==> config.mk <==
export PLATFORM = sky130hd
export DESIGN_NAME = vidstb_gen
export DESIGN_NICKNAME = d
export VERILOG_FILES = /design/src/rtl/vidstb_pkg.sv /design/src/rtl/vidstb_sel_track.sv /design/src/rtl/vidstb_sd_ctr.sv /design/src/rtl/vidstb_hd_tog.sv /design/src/rtl/vidstb_gen.sv
export SDC_FILE = /design/constraint.sdc
export NUM_CORES = 1
export LEC_CHECK = 0
export BUFFER_PORTS_ARGS = -buffer_cell sky130_fd_sc_hd__buf_2
export CAP_MARGIN = 20
export CORE_AREA = 5 5 42 44
export DETAILED_ROUTE_END_ITERATION = 8
export DIE_AREA = 0 0 47 49
export GPL_ROUTABILITY_DRIVEN = 0
export HOLD_SLACK_MARGIN = 0.1
export PLACE_DENSITY_LB_ADDON = 0.3
export RECOVER_POWER = 25
export SLEW_MARGIN = 20
export SYNTH_ARGS = -nofsm -noshare
export SYNTH_HDL_FRONTEND = slang
export SYNTH_HIERARCHICAL = 1
export SYNTH_SLANG_ARGS = --single-unit
export TNS_END_PERCENT = 100
==> constraint.sdc <==
create_clock -name clk -period 2.9 [get_ports clk]
set_clock_uncertainty 0.05 [all_clocks]
set_input_delay 0.29 -clock clk [delete_from_list [all_inputs] [get_ports clk]]
set_output_delay 0.29 -clock clk [all_outputs]
set_load 0.02 [all_outputs]
==> src/rtl/vidstb_pkg.sv <==
package vidstb_pkg;
  localparam int SEL_W = 3;

  localparam logic [SEL_W-1:0] STD_SD  = 3'd0;
  localparam logic [SEL_W-1:0] STD_HD  = 3'd1;
  localparam logic [SEL_W-1:0] STD_3G  = 3'd2;
  localparam logic [SEL_W-1:0] STD_6G  = 3'd3;
  localparam logic [SEL_W-1:0] STD_12G = 3'd4;

  typedef enum logic [1:0] {
    CAD_SD   = 2'd0,
    CAD_HD   = 2'd1,
    CAD_HIGH = 2'd2
  } cadence_e;

  function automatic cadence_e cadence_of(input logic [SEL_W-1:0] sel);
    case (sel)
      STD_SD:  return CAD_SD;
      STD_HD:  return CAD_HD;
      default: return CAD_HIGH;
    endcase
  endfunction
endpackage

==> src/rtl/vidstb_sel_track.sv <==
module vidstb_sel_track
  import vidstb_pkg::*;
(
  input  logic             clk,
  input  logic             rst,
  input  logic [SEL_W-1:0] sel,
  output logic             changed
);
  logic [SEL_W-1:0] sel_q;

  always_ff @(posedge clk) begin
    sel_q <= sel;
  end

  assign changed = !rst && (sel != sel_q);

  // after a change edge, the stored code follows the input
  assert_sel_tracks_R7: assert property (@(posedge clk) disable iff (rst)
    changed |=> (sel_q == $past(sel)));
endmodule

==> src/rtl/vidstb_sd_ctr.sv <==
module vidstb_sd_ctr #(
  parameter int PERIOD = 11,
  parameter int HIT_A  = 4,
  parameter int HIT_B  = 10
) (
  input  logic clk,
  input  logic clr,
  output logic hit
);
  localparam int CNT_W = (PERIOD > 1) ? $clog2(PERIOD) : 1;
  localparam logic [CNT_W-1:0] LAST = CNT_W'(PERIOD - 1);

  logic [CNT_W-1:0] cnt_q;

  always_ff @(posedge clk) begin
    if (clr) begin
      cnt_q <= '0;
    end else if (cnt_q == LAST) begin
      cnt_q <= '0;
    end else begin
      cnt_q <= cnt_q + 1'b1;
    end
  end

  assign hit = (cnt_q == CNT_W'(HIT_A)) || (cnt_q == CNT_W'(HIT_B));

  // the frame counter never leaves its range
  assert_cnt_range_R2: assert property (@(posedge clk) disable iff (clr)
    cnt_q <= LAST);

  // a clear always returns the count to zero
  assert_cnt_clear_R1: assert property (@(posedge clk)
    clr |=> (cnt_q == '0));
endmodule

==> src/rtl/vidstb_hd_tog.sv <==
module vidstb_hd_tog (
  input  logic clk,
  input  logic clr,
  output logic phase
);
  always_ff @(posedge clk) begin
    if (clr) begin
      phase <= 1'b0;
    end else begin
      phase <= ~phase;
    end
  end

  // the toggle alternates between clears
  assert_tog_alt_R4: assert property (@(posedge clk) disable iff (clr)
    1'b1 |=> (phase != $past(phase)));
endmodule

==> src/rtl/vidstb_gen.sv <==
module vidstb_gen
  import vidstb_pkg::*;
#(
  parameter int SD_PERIOD = 11,
  parameter int SD_HIT_A  = 4,
  parameter int SD_HIT_B  = 10
) (
  input  logic             clk,
  input  logic             rst,
  input  logic [SEL_W-1:0] std_sel,
  output logic             data_valid
);
  logic     sel_changed;
  logic     restart;
  logic     sd_hit;
  logic     hd_phase;
  logic     strobe_q;
  logic     steady_q;
  cadence_e mode;

  assign mode    = cadence_of(std_sel);
  assign restart = rst || sel_changed;

  vidstb_sel_track u_track (
    .clk     (clk),
    .rst     (rst),
    .sel     (std_sel),
    .changed (sel_changed)
  );

  vidstb_sd_ctr #(
    .PERIOD (SD_PERIOD),
    .HIT_A  (SD_HIT_A),
    .HIT_B  (SD_HIT_B)
  ) u_sd (
    .clk (clk),
    .clr (restart),
    .hit (sd_hit)
  );

  vidstb_hd_tog u_hd (
    .clk   (clk),
    .clr   (restart),
    .phase (hd_phase)
  );

  always_ff @(posedge clk) begin
    if (rst) begin
      strobe_q <= 1'b0;
      steady_q <= 1'b0;
    end else begin
      steady_q <= !sel_changed;
      if (sel_changed) begin
        strobe_q <= (mode == CAD_HIGH);
      end else begin
        case (mode)
          CAD_SD:  strobe_q <= sd_hit;
          CAD_HD:  strobe_q <= hd_phase;
          default: strobe_q <= 1'b1;
        endcase
      end
    end
  end

  assign data_valid = strobe_q;

  // reset edge forces the strobe low
  assert_reset_low_R1: assert property (@(posedge clk)
    rst |=> !strobe_q);

  // in steady SD no two strobes are adjacent
  assert_sd_gap_R3: assert property (@(posedge clk) disable iff (rst)
    (steady_q && !sel_changed && mode == CAD_SD && strobe_q) |=> !strobe_q);

  // in steady HD the strobe alternates
  assert_hd_alt_R4: assert property (@(posedge clk) disable iff (rst)
    (steady_q && !sel_changed && mode == CAD_HD) |=> (strobe_q != $past(strobe_q)));

  // constant-high group keeps the strobe up
  assert_high_hold_R5: assert property (@(posedge clk) disable iff (rst)
    (mode == CAD_HIGH) |=> strobe_q);

  // switching into a counted cadence starts low
  assert_restart_low_R7: assert property (@(posedge clk) disable iff (rst)
    (sel_changed && mode != CAD_HIGH) |=> !strobe_q);
endmodule

### Word level (Yosys, flattened, before mapping)

Cells that the tools add are included.
W data, S select, Z words.

| storage, ports and cells | value |
|---|---|
| register bits | 9 |
| output and inout bits | 1 |
| input port bits | 5 |
| logic and storage cells | 22 |

| cells by class | value |
|---|---|
| $add $sub $neg | 1 |
| equal/unequal tests | 6 |
| reductions and logical operators | 7 |
| bitwise logic cells | 1 |
| mux-type cells | 3 |

Operators by type and width:

| cell | count |
|---|---|
| $add A4 B1 Y4 const B | 1 |
| $eq A4 B3 Y1 const B | 1 |
| $eq A4 B4 Y1 const B | 1 |
| $pmux W2 S2 | 1 |
| $eq A3 B1 Y1 const B | 1 |
| $logic_not A3 Y1 | 1 |
| $ne A3 B3 Y1 | 1 |
| $eq A2 B1 Y1 const B | 1 |
| $eq A2 B2 Y1 const B | 1 |
| $logic_not A2 Y1 | 1 |
| $logic_or A1 B1 Y1 | 2 |
| $pmux W1 S2 | 1 |
| $reduce_or A2 Y1 | 1 |
| $logic_and A1 B1 Y1 | 1 |
| $logic_not A1 Y1 | 1 |
| $mux W1 | 1 |
| $not A1 Y1 | 1 |

### Depth between registers and ports, before layout

| depth | value |
|---|---|
| word-level depth | 5 |
| depth in mapped cells | 6 |

### By module

Netlist, hierarchy kept.

By module, submodules not included:

| module | cells each | times used | area an instance (um^2) |
|---|---|---|---|
| vidstb_sd_ctr | 22 | 1 | 209.0 |
| vidstb_sel_track | 7 | 1 | 92.6 |
| vidstb_gen | 5 | 1 | 48.8 |
| vidstb_hd_tog | 2 | 1 | 23.8 |

### Least setup slack after synthesis

Ideal clock, no wire load.

| timing path | value |
|---|---|
| path kind | register to register |
| from | register u_sd.cnt_q[0] |
| to | register u_sd.cnt_q[3] |
| library setup time | 0.074 ns |
| clock period less this slack | 1.215 ns |
| data arrival time | 1.091 ns |
| buffers on the path | 0 |
| cell stages (with the launch flop) | 5 |
| path slack | 1.685 ns |
| data required time | 2.776 ns |
| cell sequence | dfxtp_1 -> inv_1 -> ha_1 -> or3b_1 -> a31oi_1 |

| on the way | value |
|---|---|
| cells in the longest elaborated chain, start to end | 2 |
| elaborated cells on any way between the ends | 3 |
| classes of those cells | 1 x add/sub; 1 x eq/ne; 1 x reduce/logical |

RTL lines:

| element | RTL line | text |
|---|---|---|
| start, declared | vidstb_sd_ctr.sv:13 | `logic [CNT_W-1:0] cnt_q;` |
| start signal, assigned | vidstb_sd_ctr.sv:21 | `cnt_q <= cnt_q + 1'b1;` |
| parallel branches: the longest is 2 deep, another holds $add A4 B1 Y4 | - |  |

Parallel ways; which one is timed is not known.
A chain may end at the register's enable or synchronous reset.

### Worst setup path in the final report

Ends and elaborated chain as after synthesis.

==> run_results.csv <==
group,metric,value,unit
floorplan,die_height,49,um
setup_path,crit_path_max_fanout,4,
floorplan,placement_rows,14,
setup_path,worstSetupEndpointType,"register",
clocking,htreeDepth,1,
clocking,clock_tree.root_cell,"sky130_fd_sc_hd__clkbuf_4",
global_route,antenna_found_initial,0,
final_layout,num-fill-cells,156,
clocking,clockBufferDepth,2,
yosys,synth.most_common_cell,"sky130_fd_sc_hd__dfxtp_1",
pwr,pwr_density_cell,561,nW/um^2
final_layout,num-nets-final,54,
yosys,combinational_family_with_the_most_area_after_synthesis,"simple AND/OR/NAND/NOR gates",
setup_path,setup.reg_to_reg.worst_slack,1.60,ns
global_route,groute.usage.overall,6.36,%
pwr,leakagePower,0.170,nW
placed_design,post-dp-hpwl,441,um
yosys,ys_ff_latch,9,
pwr,power.share.clock,37.4,%
drt,post_drt_wl_per_cell,9.15,um
yosys,synth_simple_gate_area_share,20.4,%
drt,detail_route.vias_per_cell,4.44,
yosys,synth.avg_cell_area,10.4,sq um
clocking,clock_tree_from_tritoncts,"built",
clocking,cts_setup_buffers,0,
placed_design,numPortBuffers,5,
setup_path,worst_setup_path_startpoint,"u_sd/cnt_q[0]",
clocking,clock_sink_count,9,
yosys,synth_flop_cell,"sky130_fd_sc_hd__dfxtp_1",
pwr,switching_share,22.0,%
yosys,post_synthesis_compound_gate_area_fraction,9.70,%
sta,slew-limit-headroom,86.5,%
final_layout,final_util,31.6,%
final_layout,ff_latch_area,180,sq um
final_layout,area_of_the_multi_input_gates,186,sq um
pwr,pwr-share-seq,53.9,%
drt,remaining_number_of_nets_flagged_by_the_antenna_check_after_routing,0,
worst_hold_path,worst_hold_startpoint,"std_sel[0]",
yosys,mappedNetlistNets,44,
sta,grt_setup_unrepaired,"no",
sta,timing.final.hold_violations,0,
final_layout,instances_no_fill,61,
setup_path,cp_data_required_time,3.03,ns
global_route,grt_start_max_net_pins,9,
drt,dr_total_vias,271,
placed_design,number_of_placed_instances_with_taps_included,57,
clocking,insertion_delay,0.26,ns
floorplan,design.core.area,1400,sq um
yosys,ys_warn_count,6,
drt,remaining_drc_errors,0,
sta,timing.setup.tns,0,ns
yosys,synth_largest_area_cell,"sky130_fd_sc_hd__dfxtp_1",
outcome,run_status,"complete, no violations",
yosys,yosysTopAreaCellShare,48.2,%
yosys,synthArstFlopShare,0,%
final_layout,antenna_cells_inserted,0,
floorplan,floorplan.die.width,47,um
sta,timing.final.max_slew_violations,0,
final_layout,layout-drive-gt1-share,15.6,%
floorplan,num_io_pins,6,
clocking,postCtsHoldBufs,0,
yosys,synth-xor-area-share,7.02,%
yosys,synth_edf_count,0,
pwr,vdd_ir_drop_max,0.268,mV
floorplan,die_area,2300,sq um
yosys,ys_types,19,
final_layout,finished_cell_area,443,sq um
yosys,synth.cells.most_frequent,"sky130_fd_sc_hd__dfxtp_1 (9), sky130_fd_sc_hd__ha_1 (3), sky130_fd_sc_hd__nor2_1 (3), sky130_fd_sc_hd__xnor2_1 (3)",
run,drv_cap,0,
sta,finalWorstPathRequiredPeriod,1.30,ns
global_route,grt_pass1_vias,271,
pwr,power.combinational.fraction,8.7,%
setup_path,timing_worst_setup_path_type,"reg -> reg",
yosys,leading_post_synthesis_cells_by_cell_area,"sky130_fd_sc_hd__dfxtp_1 (48%), sky130_fd_sc_hd__ha_1 (10%), sky130_fd_sc_hd__xnor2_1 (7.0%)",
floorplan,initial_core_util,26.7,%
drt,dr.pass1.iters,2,
yosys,syn-instance-count,36,
clocking,cts_buffers,3,
yosys,synth_fa_ha_area_share,10.0,%
pwr,intPower,194,uW
drt,detail_route.iter0.violations,2,
global_route,first_pass_grt_wire_length,1010,um
drt,drt_wl_total,558,um
final_layout,area_growth_syn_to_layout,18.4,%
setup_path,start_kind,"register",
pwr,switching_power,54.6,uW
sta,tightest_pin_transition,0.202,ns
setup_path,regToRegStartpoint,"u_sd/cnt_q[0]",
yosys,synth.cell_area,374,sq um
worst_hold_path,worstHoldPathType,"in -> reg",
clocking,ctsResizeCount,0,
sta,min_period_over_period,44.7,%
placed_design,postPlaceCellArea,419,sq um
sta,setup_violations,0,
setup_path,timing.critical_path.arrival,1.43,ns
yosys,synth.yosys.seq_area_share,48.2,%
clocking,clk_pin_slew,0.06,ns
sta,fmax,771,MHz
global_route,grt_overflow,0,
yosys,synth.mux.area_fraction,2.68,%
-- through the flow --
step / total power, mW / setup WS, ns / hold slack (ns)
6_report: 0.248 / 1.60 / 0.129
5_1_grt: 0.269 / 1.54 / 0.118
4_1_cts: 0.257 / 1.60 / 0.108
3_5_place_dp: 0.159 / 1.61 / 0.361
3_3_place_gp: 0.159 / 1.62 / 0.358
2_1_floorplan: 0.151 / 1.69 / 0.268
-- logic make-up (layout without fill, tap and decap cells) --
family                     Yosys count  count (layout)
AOI/OAI and AO/OA                    6               6
and+or+nand+nor                     12              12
adders and majority gates            3               3
muxes                                1               1
buffers and inverters                2              11
xor gates and xnor gates             3               3
DFF                                  9               9
-- power by group through the flow --
stage / Sequential, mW / Clock [mW] / Combinational [mW]
final: 0.134 / 0.0929 / 0.0216
after global routing: 0.135 / 0.109 / 0.0252
after CTS: 0.134 / 0.100 / 0.0226
after detailed placement: 0.137 / 0 / 0.0226
after global placement: 0.137 / 0 / 0.0227
after floorplan: 0.138 / 0 / 0.0134
-- placed cells by master (no fill, tap or decap) --
| master | count |
|---|---|
| sky130_fd_sc_hd__clkbuf_4 | 3 |
| sky130_fd_sc_hd__o21ai_0 | 1 |
| sky130_fd_sc_hd__nand3b_1 | 2 |
| sky130_fd_sc_hd__nor2_1 | 3 |
| sky130_fd_sc_hd__a21oi_1 | 1 |
| sky130_fd_sc_hd__a31oi_1 | 2 |
| sky130_fd_sc_hd__mux2i_1 | 1 |
| sky130_fd_sc_hd__or2_4 | 1 |
| sky130_fd_sc_hd__nand4b_1 | 1 |
| sky130_fd_sc_hd__xnor2_1 | 3 |
| sky130_fd_sc_hd__nor3_1 | 1 |
| sky130_fd_sc_hd__clkbuf_1 | 3 |
| sky130_fd_sc_hd__buf_2 | 3 |
| sky130_fd_sc_hd__inv_1 | 2 |
| sky130_fd_sc_hd__o211ai_1 | 1 |
| sky130_fd_sc_hd__nor3b_1 | 1 |
| sky130_fd_sc_hd__dfxtp_1 | 9 |
| sky130_fd_sc_hd__ha_1 | 3 |
| sky130_fd_sc_hd__nand2_1 | 1 |
| sky130_fd_sc_hd__or3b_1 | 1 |
| sky130_fd_sc_hd__o22ai_1 | 1 |
| sky130_fd_sc_hd__or2b_1 | 1 |
-- metal layers --
| metal | routed length, um | global-route usage [%] | share of wire (%) |
|---|---|---|---|
| met2 | 248 | 8.82 | 44 |
| met3 | 70 | 7.01 | 13 |
| met5 | 0 | 0 | 0 |
| met1 | 239 | 6.44 | 43 |
| met4 | 0 | 1.38 | 0 |
-- path summary, 6_finish.rpt --
check	endpoint	depth (start not counted)
worst max register to register	u_sd/cnt_q[3]	4
worst min register to register	u_hd/phase	1
worst max-delay path	u_sd/cnt_q[3]	4
worst min-delay path	u_track/sel_q[0]	1
-- critical path, stage by stage, from the launching register on --
cell and delay (ns):
sky130_fd_sc_hd__dfxtp_1 0.37, sky130_fd_sc_hd__inv_1 0.09, sky130_fd_sc_hd__ha_1 0.21, sky130_fd_sc_hd__or3b_1 0.35
sky130_fd_sc_hd__a31oi_1 0.16
-- layout make-up --
cell class / count / area share (%)
inverter: 2 / 1.69
clock buffer: 4 / 5.93
multi-input combinational: 25 / 42.1
sequential: 9 / 40.7
tap: 16 / 4.52
timing repair buffer: 5 / 5.08
-- state kept, by name, indices dropped and copies added (netlist names) --
| signal | flops |
|---|---|
| u_sd/cnt_q | 4 |
| u_track/sel_q | 3 |
| data_valid | 1 |
| u_hd/phase | 1 |
No activity file was read; power rests on OpenSTA's default activity.
